File: config.mk
export PLATFORM = sky130hd
export DESIGN_NAME = pmm_unit
export DESIGN_NICKNAME = d
export VERILOG_FILES = /design/src/rtl/pmm_pkg.sv /design/src/rtl/pmm_lane_min.sv /design/src/rtl/pmm_msb_gather.sv /design/src/rtl/pmm_unit.sv
export SDC_FILE = /design/constraint.sdc
export NUM_CORES = 1
export LEC_CHECK = 0
export BUFFER_PORTS_ARGS = -buffer_cell sky130_fd_sc_hd__buf_2
export CAP_MARGIN = 25
export CORE_AREA = 2 2 178 145
export CTS_BUF_LIST = sky130_fd_sc_hd__clkbuf_16
export CTS_CLUSTER_DIAMETER = 200
export DETAILED_ROUTE_END_ITERATION = 16
export DIE_AREA = 0 0 180 147
export GPL_TIMING_DRIVEN = 1
export PLACE_DENSITY = 0.7
export SYNTH_ARGS = -nofsm -noshare
export SYNTH_HDL_FRONTEND = slang
export SYNTH_SLANG_ARGS = --single-unit
File: constraint.sdc
create_clock -name clk_i -period 2.6 [get_ports clk_i]
set_clock_uncertainty 0.2 [all_clocks]
set_input_delay 0.52 -clock clk_i [delete_from_list [all_inputs] [get_ports clk_i]]
set_output_delay 0.52 -clock clk_i [all_outputs]
set_load 0.02 [all_outputs]
File: src/rtl/pmm_pkg.sv
package pmm_pkg;
  parameter int OP_W = 16;
  localparam logic [OP_W-1:0] OP_SMINW = 16'h0FEA;
  localparam logic [OP_W-1:0] OP_UMINB = 16'h0FDA;
  localparam logic [OP_W-1:0] OP_MSKB  = 16'h0FD7;

  typedef enum logic [1:0] {K_SMINW, K_UMINB, K_MSKB, K_NONE} kind_e;

  function automatic kind_e decode_op(logic [OP_W-1:0] op);
    case (op)
      OP_SMINW: return K_SMINW;
      OP_UMINB: return K_UMINB;
      OP_MSKB:  return K_MSKB;
      default:  return K_NONE;
    endcase
  endfunction
endpackage

File: src/rtl/pmm_lane_min.sv
module pmm_lane_min #(
  parameter int LANE_W = 16,
  parameter int LANES  = 4,
  parameter bit SIGNED = 1'b1,
  localparam int DW = LANE_W * LANES
) (
  input  logic [DW-1:0] a_i,
  input  logic [DW-1:0] b_i,
  output logic [DW-1:0] y_o
);
  for (genvar k = 0; k < LANES; k++) begin : g_lane
    logic [LANE_W-1:0] la, lb;
    logic              a_lt;
    assign la = a_i[k*LANE_W +: LANE_W];
    assign lb = b_i[k*LANE_W +: LANE_W];
    if (SIGNED) begin : g_s
      assign a_lt = $signed(la) < $signed(lb);
    end else begin : g_u
      assign a_lt = la < lb;
    end
    assign y_o[k*LANE_W +: LANE_W] = a_lt ? la : lb;
  end
endmodule

File: src/rtl/pmm_msb_gather.sv
module pmm_msb_gather #(
  parameter int DATA_W = 64,
  parameter int MASK_W = 32,
  localparam int NB = DATA_W / 8
) (
  input  logic [DATA_W-1:0] a_i,
  output logic [MASK_W-1:0] m_o
);
  for (genvar i = 0; i < MASK_W; i++) begin : g_bit
    if (i < NB) begin : g_src
      assign m_o[i] = a_i[8*i+7];
    end else begin : g_zero
      assign m_o[i] = 1'b0;
    end
  end
endmodule

File: src/rtl/pmm_unit.sv
module pmm_unit
  import pmm_pkg::*;
#(
  parameter int DATA_W = 64,
  parameter int MASK_W = 32
) (
  input  logic              clk_i,
  input  logic              rst_ni,
  input  logic              start_i,
  input  logic [OP_W-1:0]   op_i,
  input  logic [DATA_W-1:0] a_i,
  input  logic [DATA_W-1:0] b_i,
  output logic [DATA_W-1:0] result_o,
  output logic [MASK_W-1:0] mask_o,
  output logic              done_o
);
  localparam int WORDS = DATA_W / 16;
  localparam int BYTES = DATA_W / 8;

  logic [DATA_W-1:0] a_q, b_q, res_q, wmin, bmin;
  logic [MASK_W-1:0] msk_q, gath;
  kind_e             kind_q, in_kind;
  logic              busy_q, done_q, accept;

  assign in_kind = decode_op(op_i);
  assign accept  = start_i && !busy_q;

  pmm_lane_min #(.LANE_W(16), .LANES(WORDS), .SIGNED(1'b1)) i_wmin (
    .a_i(a_q), .b_i(b_q), .y_o(wmin));
  pmm_lane_min #(.LANE_W(8), .LANES(BYTES), .SIGNED(1'b0)) i_bmin (
    .a_i(a_q), .b_i(b_q), .y_o(bmin));
  pmm_msb_gather #(.DATA_W(DATA_W), .MASK_W(MASK_W)) i_gath (
    .a_i(a_i), .m_o(gath));

  always_ff @(posedge clk_i or negedge rst_ni) begin
    if (!rst_ni) begin
      a_q    <= '0;
      b_q    <= '0;
      kind_q <= K_NONE;
      busy_q <= 1'b0;
      done_q <= 1'b0;
      res_q  <= '0;
      msk_q  <= '0;
    end else begin
      done_q <= 1'b0;
      if (busy_q) begin
        // second clock of a minimum: commit from captured operands
        busy_q <= 1'b0;
        done_q <= 1'b1;
        res_q  <= (kind_q == K_SMINW) ? wmin : bmin;
        msk_q  <= '0;
      end
      if (accept) begin
        case (in_kind)
          K_SMINW, K_UMINB: begin
            busy_q <= 1'b1;
            a_q    <= a_i;
            b_q    <= b_i;
            kind_q <= in_kind;
          end
          K_MSKB: begin
            done_q <= 1'b1;
            msk_q  <= gath;
            res_q  <= '0;
          end
          default: begin
            done_q <= 1'b1;
            msk_q  <= '0;
            res_q  <= '0;
          end
        endcase
      end
    end
  end

  assign result_o = res_q;
  assign mask_o   = msk_q;
  assign done_o   = done_q;
endmodule

==> results of run 1 <==
logic make-up (layout without fill, tap and decap cells):
kind of cell | count (synthesis) | after routing
AND/OR/NAND/NOR | 232 | 232
buffers and inverters | 113 | 457
adder cells (fa/ha/maj) | 64 | 64
XOR/XNOR | 3 | 3
flip-flops | 228 | 228
multiplexers | 141 | 141
AO/OA/AOI/OAI | 194 | 194
worst max-delay path by stage:
| stage | start | end | slack (ns) | cells past startpoint |
|---|---|---|---|---|
| after floorplan | a_q[44]$_DFFE_PN0P_ | result_o[47]$_DFF_PN0_ | 0.02 | 8 |
| after global placement | a_q[44]$_DFFE_PN0P_ | result_o[46]$_DFF_PN0_ | -0.1 | 9 |
| after detailed placement | a_q[44]$_DFFE_PN0P_ | result_o[34]$_DFF_PN0_ | -0.20 | 9 |
| after CTS | b_q[6]$_DFFE_PN0P_ | result_o[14]$_DFF_PN0_ | -0.04 | 9 |
| after global routing | b_q[6]$_DFFE_PN0P_ | result_o[10]$_DFF_PN0_ | -0.14 | 9 |
| final | b_q[28]$_DFFE_PN0P_ | result_o[17]$_DFF_PN0_ | -0.05 | 9 |
worst max-delay path, cell delays in order, from the launching register on:
cell and delay [ns]:
dfrtp_1 0.40, inv_2 0.09, ha_4 0.20, o211ai_1 0.21, o21ai_2 0.10, or3b_4 0.40, a32oi_4 0.28, buf_6 0.17
mux2_4 0.30, a22o_1 0.18
timing repair:
action | CTS | global route
gates resized for setup | 45 | 35
buffers inserted | 7 | 4
endpoints found under the setup margin | 53 | 62
hold buffers | 16 | 0
endpoints found under the hold margin | 70 | 0
cloned | 0 | 0
pin swaps | 26 | 19
cell type report:
class / count / area share
clock buffer: 25 / 0.0427
clock inverter: 20 / 0.0123
inverter: 70 / 0.0179
multi-input combinational: 634 / 0.356
sequential: 228 / 0.390
tap: 324 / 0.0277
timing repair buffer: 342 / 0.154
registers in the layout (all words and copies together) (netlist names):
name	count
a_q	64
b_q	64
busy_q	1
done_o	1
kind_q	2
mask_o	32
result_o	64
per-stage QoR:
stage / hold slack (ns) / cells / setup TNS [ns] / utilization
final: 0.0165 / 1643 / -0.310 / 0.591
after global routing: 0.00698 / 1643 / -2.28 / 0.591
after CTS: 0.000115 / 1640 / -0.275 / 0.584
after detailed placement: 0.265 / 1572 / -5.80 / 0.534
after global placement: 0.263 / 1572 / -2.87 / 0.534
after floorplan: 0.0244 / 975 / 0 / -
cell usage in the layout, fill, tap and decap left out, drive strengths merged, types with 3 or more instances in the layout:
master         n
a22o          18
nand3         10
nor2b          6
o21ai         84
mux2          74
a221o         21
nor3           8
a21o           4
o211ai         6
buf          326
nand2b         5
dfrtp        226
nand2        113
ha            64
bufinv         3
nor2          26
a211oi         7
a21oi         26
nand4b         3
inv           71
clkinv        13
and4           3
mux2i         67
clkinvlp       3
o31ai          3
and2          39
a22oi          8
nand4          5
clkbuf        25
dlygate4sd3   16
per-layer routing:
metal	vias to the layer above	routed length, µm	global-route usage
met5	-	0	0
met4	0	403	0.0374
met3	24	1430	0.0340
met2	210	13300	0.360
met1	4183	13100	0.293
li1	4087	-	-
report_power, final:
part           switching, mW  total, mW  internal (mW)
logic                  0.163      0.292          0.129
registers            0.00168       3.55           3.55
clock network           1.47       3.52           2.05
==> flow_metrics.env, run 1 <==
export IMPL_first_pass_iters=4
export IMPL_synthSimpleGateAreaFrac=0.103
export IMPL_violations="setup timing"
export IMPL_worstSetupPathType="reg2reg"
export IMPL_worstSetupStartpointType="register"
export IMPL_routabilityCongestion=0.810
export IMPL_hold_path_cell_count=3
export IMPL_yosys_area_share_adder=0.0730
export IMPL_synth_top_family_by_area="multiplexers"
export IMPL_cts_sinks=228
export IMPL_avgSynthCellArea_um2=11.2
export IMPL_drive_gt1_frac=0.396
export IMPL_relSlewSlack=0.615
export IMPL_wirelength_um=28300
export IMPL_status="finished with violations"
export IMPL_max_vdd_ir_drop_v=0.000423
export IMPL_first_global_vias=8974
export IMPL_clk_pin_slew_ns=0.06
export IMPL_grt_pass1_wl_um=46300
export IMPL_vias_per_cell=5.18
export IMPL_setup_ws_ns=-0.0493
export IMPL_syn2layout_area_growth_pct=33.7
export IMPL_rsz0062_at_grt="true"
export IMPL_dieArea_um2=26500
export IMPL_critPathMaxFanout=4
export IMPL_overflow=0
export IMPL_synth_warnings=0
export IMPL_antenna_cells=0
export IMPL_clock_root_buffer="clkbuf_16"
export IMPL_setup_viol=14
export IMPL_holdCritPathClass="in2reg"
export IMPL_design_area_um2=14700
export IMPL_synthTopCellsByCount="dfrtp_1 (226), nand2_1 (113), o21ai_0 (82)"
export IMPL_wl_per_cell_um=17.2
export IMPL_yosys_area_share_xor_xnor=0.00240
export IMPL_netlist_instances=975
export IMPL_io_pins=244
export IMPL_yosysTopAreaCellShare=0.516
export IMPL_place_hpwl_um=19600
export IMPL_ys_flop_type="dfrtp_1"
export IMPL_grt_use_total=0.212
export IMPL_drt_iter0_markers=416
export IMPL_clock_latency_ns=0.52
export IMPL_timing_fmax_ghz=0.377
export IMPL_end_kind="register"
export IMPL_clk_path_buf_depth=3
export IMPL_fillers=2073
export IMPL_syn_area_um2=11000
export IMPL_dieHeight_um=147
export IMPL_ys_seq_area_frac=0.521
export IMPL_r2r_end="result_o[17]$_DFF_PN0_"
export IMPL_async_reset_ff_frac=1.00
export IMPL_multi_input_area_um2=5220
export IMPL_synth_edf_count=0
export IMPL_reg2reg_from="b_q[28]$_DFFE_PN0P_"
export IMPL_critPathRequiredTime_ns=2.80
export IMPL_synth_top_cell_by_area="dfrtp_1"
export IMPL_cap_violations=0
export IMPL_seqCellArea_um2=5710
export IMPL_synth_area_leaders="dfrtp_1 (52%), mux2_2 (7.6%), ha_1 (7.3%)"
export IMPL_nNetsFinal=1512
export IMPL_r2r_worst_path_cells=9
export IMPL_numCtsBuffers=25
export IMPL_ant_nets=0
export IMPL_portBuffers=243
export IMPL_start_util=0.442
export IMPL_placed_area_um2=13200
export IMPL_cts_tree="built"
export IMPL_ys_types=59
export IMPL_synthMuxAreaShare=0.137
export IMPL_via_count=8504
export IMPL_power_leakage_nw=7.71
export IMPL_power_mw=7.37
export IMPL_ff2ff_setup_slack_ns=-0.05
export IMPL_worst_ep_arrival_time_ns=2.85
export IMPL_fp_dieW_um=180
export IMPL_min_to="b_q[53]$_DFFE_PN0P_"
export IMPL_synth_most_common_cell="dfrtp_1"
export IMPL_hold_viol=0
export IMPL_coreArea_um2=24800
export IMPL_min_period_over_period=1.02
export IMPL_antenna_found_initial=0
export IMPL_htree_levels=1
export IMPL_holdCritStartpoint="b_i[53]"
export IMPL_pre_cts_slack_ns=-0.198
export IMPL_ys_ff_latch=228
export IMPL_power_density_nw_per_um2=503
export IMPL_grt_max_degree=64
export IMPL_min_period_ns=2.65
export IMPL_row_count=52
export IMPL_syn_num_nets=1186
export IMPL_drc=0
export IMPL_synth_compound_area_share=0.124
export IMPL_tightest_slew_ns=0.577
export IMPL_drv_slew=0
No activity file was read; power rests on OpenSTA's default activity.
==> run 2, diff against run 1 <==
- SETUP_SLACK_MARGIN: not set -> 0.2
==> run 2 against run 1 <==
Effect of this change: the run still ends with setup timing left; non-clock buffer count increased by 50; sequential share of layout area decreased by 1.5 points; critical endpoint is now result_o[10]$_DFF_PN0_; highest routed layer is now met5; routed wire length increased by 2.4%; largest cell class unchanged; via count increased by 3.4%; first-iteration DRC count decreased by 7.0%; critical path depth unchanged.
==> flow_metrics.env, run 2 (same netlist as run 1, synthesis figures left out) <==
export IMPL_place_hpwl_um=20000
export IMPL_start_util=0.442
export IMPL_wirelength_um=28900
export IMPL_worstSetupPathType="reg2reg"
export IMPL_relSlewSlack=0.587
export IMPL_min_period_ns=2.66
export IMPL_dieArea_um2=26500
export IMPL_clock_root_buffer="clkbuf_16"
export IMPL_layout_common_cells="buf_2 (242), dfrtp_1 (224), nand2_1 (111)"
export IMPL_ant_nets=0
export IMPL_grtUsageMet2=0.358
export IMPL_min_period_over_period=1.02
export IMPL_io_pins=244
export IMPL_grt_pass1_wl_um=47400
export IMPL_drive_gt1_frac=0.398
export IMPL_power_density_nw_per_um2=471
export IMPL_setup_viol=8
export IMPL_final_common_cell="buf_2"
export IMPL_cts_tree="built"
export IMPL_status="finished with violations"
export IMPL_worst_ep_arrival_time_ns=2.87
export IMPL_hold_viol=0
export IMPL_crit_chain="inv_2, ha_1, a21o_1, a221oi_4, o32ai_2, o21ai_2, a21oi_4, a311o_2, a221o_1"
export IMPL_grt_use_total=0.218
export IMPL_vias_per_cell=5.19
export IMPL_grt_use_met3=0.0392
export IMPL_portBuffers=243
export IMPL_ff2ff_setup_slack_ns=-0.06
export IMPL_violations="setup timing"
export IMPL_nNetsFinal=1562
export IMPL_grt_most_used_layer="met2"
export IMPL_clk_path_buf_depth=3
export IMPL_row_count=52
export IMPL_overflow=0
export IMPL_tightest_slew_ns=0.620
export IMPL_end_kind="register"
export IMPL_antenna_found_initial=2
export IMPL_wl_per_cell_um=17.1
export IMPL_first_pass_iters=5
export IMPL_dieHeight_um=147
export IMPL_r2r_end="result_o[10]$_DFF_PN0_"
export IMPL_fillers=1949
export IMPL_rsz0062_at_grt="true"
export IMPL_critical_path_startpoint="b_q[6]$_DFFE_PN0P_"
export IMPL_coreArea_um2=24800
export IMPL_critPathRequiredTime_ns=2.81
export IMPL_setup_ws_ns=-0.0638
export IMPL_r2r_worst_path_cells=9
export IMPL_cpPeakStageDelay_ns=0.39
export IMPL_met1_usage=0.303
export IMPL_numCtsBuffers=25
export IMPL_clk_pin_slew_ns=0.06
export IMPL_htree_levels=1
export IMPL_grt_max_degree=75
export IMPL_hold_ws_ns=0.0108
export IMPL_reg2reg_from="b_q[6]$_DFFE_PN0P_"
export IMPL_slowest_stage="a311o_2"
export IMPL_pre_cts_slack_ns=-0.151
export IMPL_fp_dieW_um=180
export IMPL_cts_sinks=228
export IMPL_critPathMaxFanout=6
export IMPL_timing_fmax_ghz=0.375
export IMPL_worstSetupStartpointType="register"
export IMPL_drt_iter0_markers=387
export IMPL_holdCritPathClass="in2reg"
export IMPL_endpoint="result_o[10]$_DFF_PN0_"
export IMPL_first_global_vias=9186
export IMPL_clock_latency_ns=0.54
export IMPL_via_count=8797
export IMPL_drc=0
export IMPL_power_leakage_nw=7.87
export IMPL_routabilityCongestion=0.803
export IMPL_cap_violations=0
export IMPL_max_vdd_ir_drop_v=0.000433
export IMPL_drv_slew=0
export IMPL_syn2layout_area_growth_pct=39.2
[run 2: cell types whose count changed in the layout (fill, tap and decap cells not counted), sizes merged]
cell / previous run / this run
diode: 0 / 1
bufinv: 3 / 1
clkinv: 13 / 10
dlygate4sd3: 16 / 54
clkinvlp: 3 / 0
buf: 326 / 338
inv: 71 / 79
[run 2: cell type report]
type / count / area (µm²) / area share
Multi-Input combinational cell: 634 / 5410 / 0.354
Antenna cell: 1 / 2.50 / 0.000164
Timing Repair Buffer: 392 / 2720 / 0.178
Inverter: 70 / 263 / 0.0172
Clock inverter: 20 / 124 / 0.00811
Sequential cell: 228 / 5710 / 0.374
Clock buffer: 25 / 626 / 0.0410
Tap cell: 324 / 405 / 0.0266
[run 2: per-layer routing]
layer  part of all wire  vias to the layer above
met5            0.00045                        -
met4              0.026                        2
met3              0.053                       43
met2               0.47                      218
met1               0.45                     4341
li1                   -                     4193
[run 2: metrics by stage]
step / power [mW] / cell area [µm²] / std cells / TNS [ns] / util
after floorplan: 3.65 / 11100 / 975 / 0 / -
after global placement: 3.90 / 13300 / 1567 / -1.10 / 0.535
after detailed placement: 3.90 / 13300 / 1567 / -2.64 / 0.535
after CTS: 7.28 / 15000 / 1685 / -0.702 / 0.606
after global routing: 7.46 / 15300 / 1694 / -2.24 / 0.616
final: 7.19 / 15300 / 1694 / -0.290 / 0.616
[run 2: worst min path at each step]
stage | end | from | cells past startpoint | slack (ns)
floorplan | a_q[0]$_DFFE_PN0P_ | rst_ni | 0 | 0.02
global placement | mask_o[21]$_DFF_PN0_ | mask_o[21]$_DFF_PN0_ | 1 | 0.26
detailed placement | mask_o[8]$_DFF_PN0_ | mask_o[8]$_DFF_PN0_ | 1 | 0.27
CTS | a_q[12]$_DFFE_PN0P_ | a_i[12] | 2 | 0.0001
global route | a_q[45]$_DFFE_PN0P_ | a_i[45] | 2 | 0.008
finish | b_q[21]$_DFFE_PN0P_ | b_i[21] | 3 | 0.01
[run 2: critical path: cells and delay by family (launching register included)]
kind | cells | cell delay (ns)
DFF | 1 | 0.36
AOI/OAI and AO/OA | 7 | 1.65
adders and majority gates | 1 | 0.28
buffers and inverters | 1 | 0.04
[run 2: repair_timing]
item / CTS / global route
hold buffers: 54 / 0
buffers inserted: 19 / 8
endpoints found under the setup margin: 61 / 63
pin swaps: 32 / 21
resized for setup: 67 / 35
endpoints found under the hold margin: 117 / 0
gates cloned: 0 / 0
[run 2: report_power, final]
group	switching (mW)	internal, mW	leakage, nW
logic	0.171	0.172	4.63
registers	0.00163	3.55	2.84
clock network	1.45	1.84	0.402
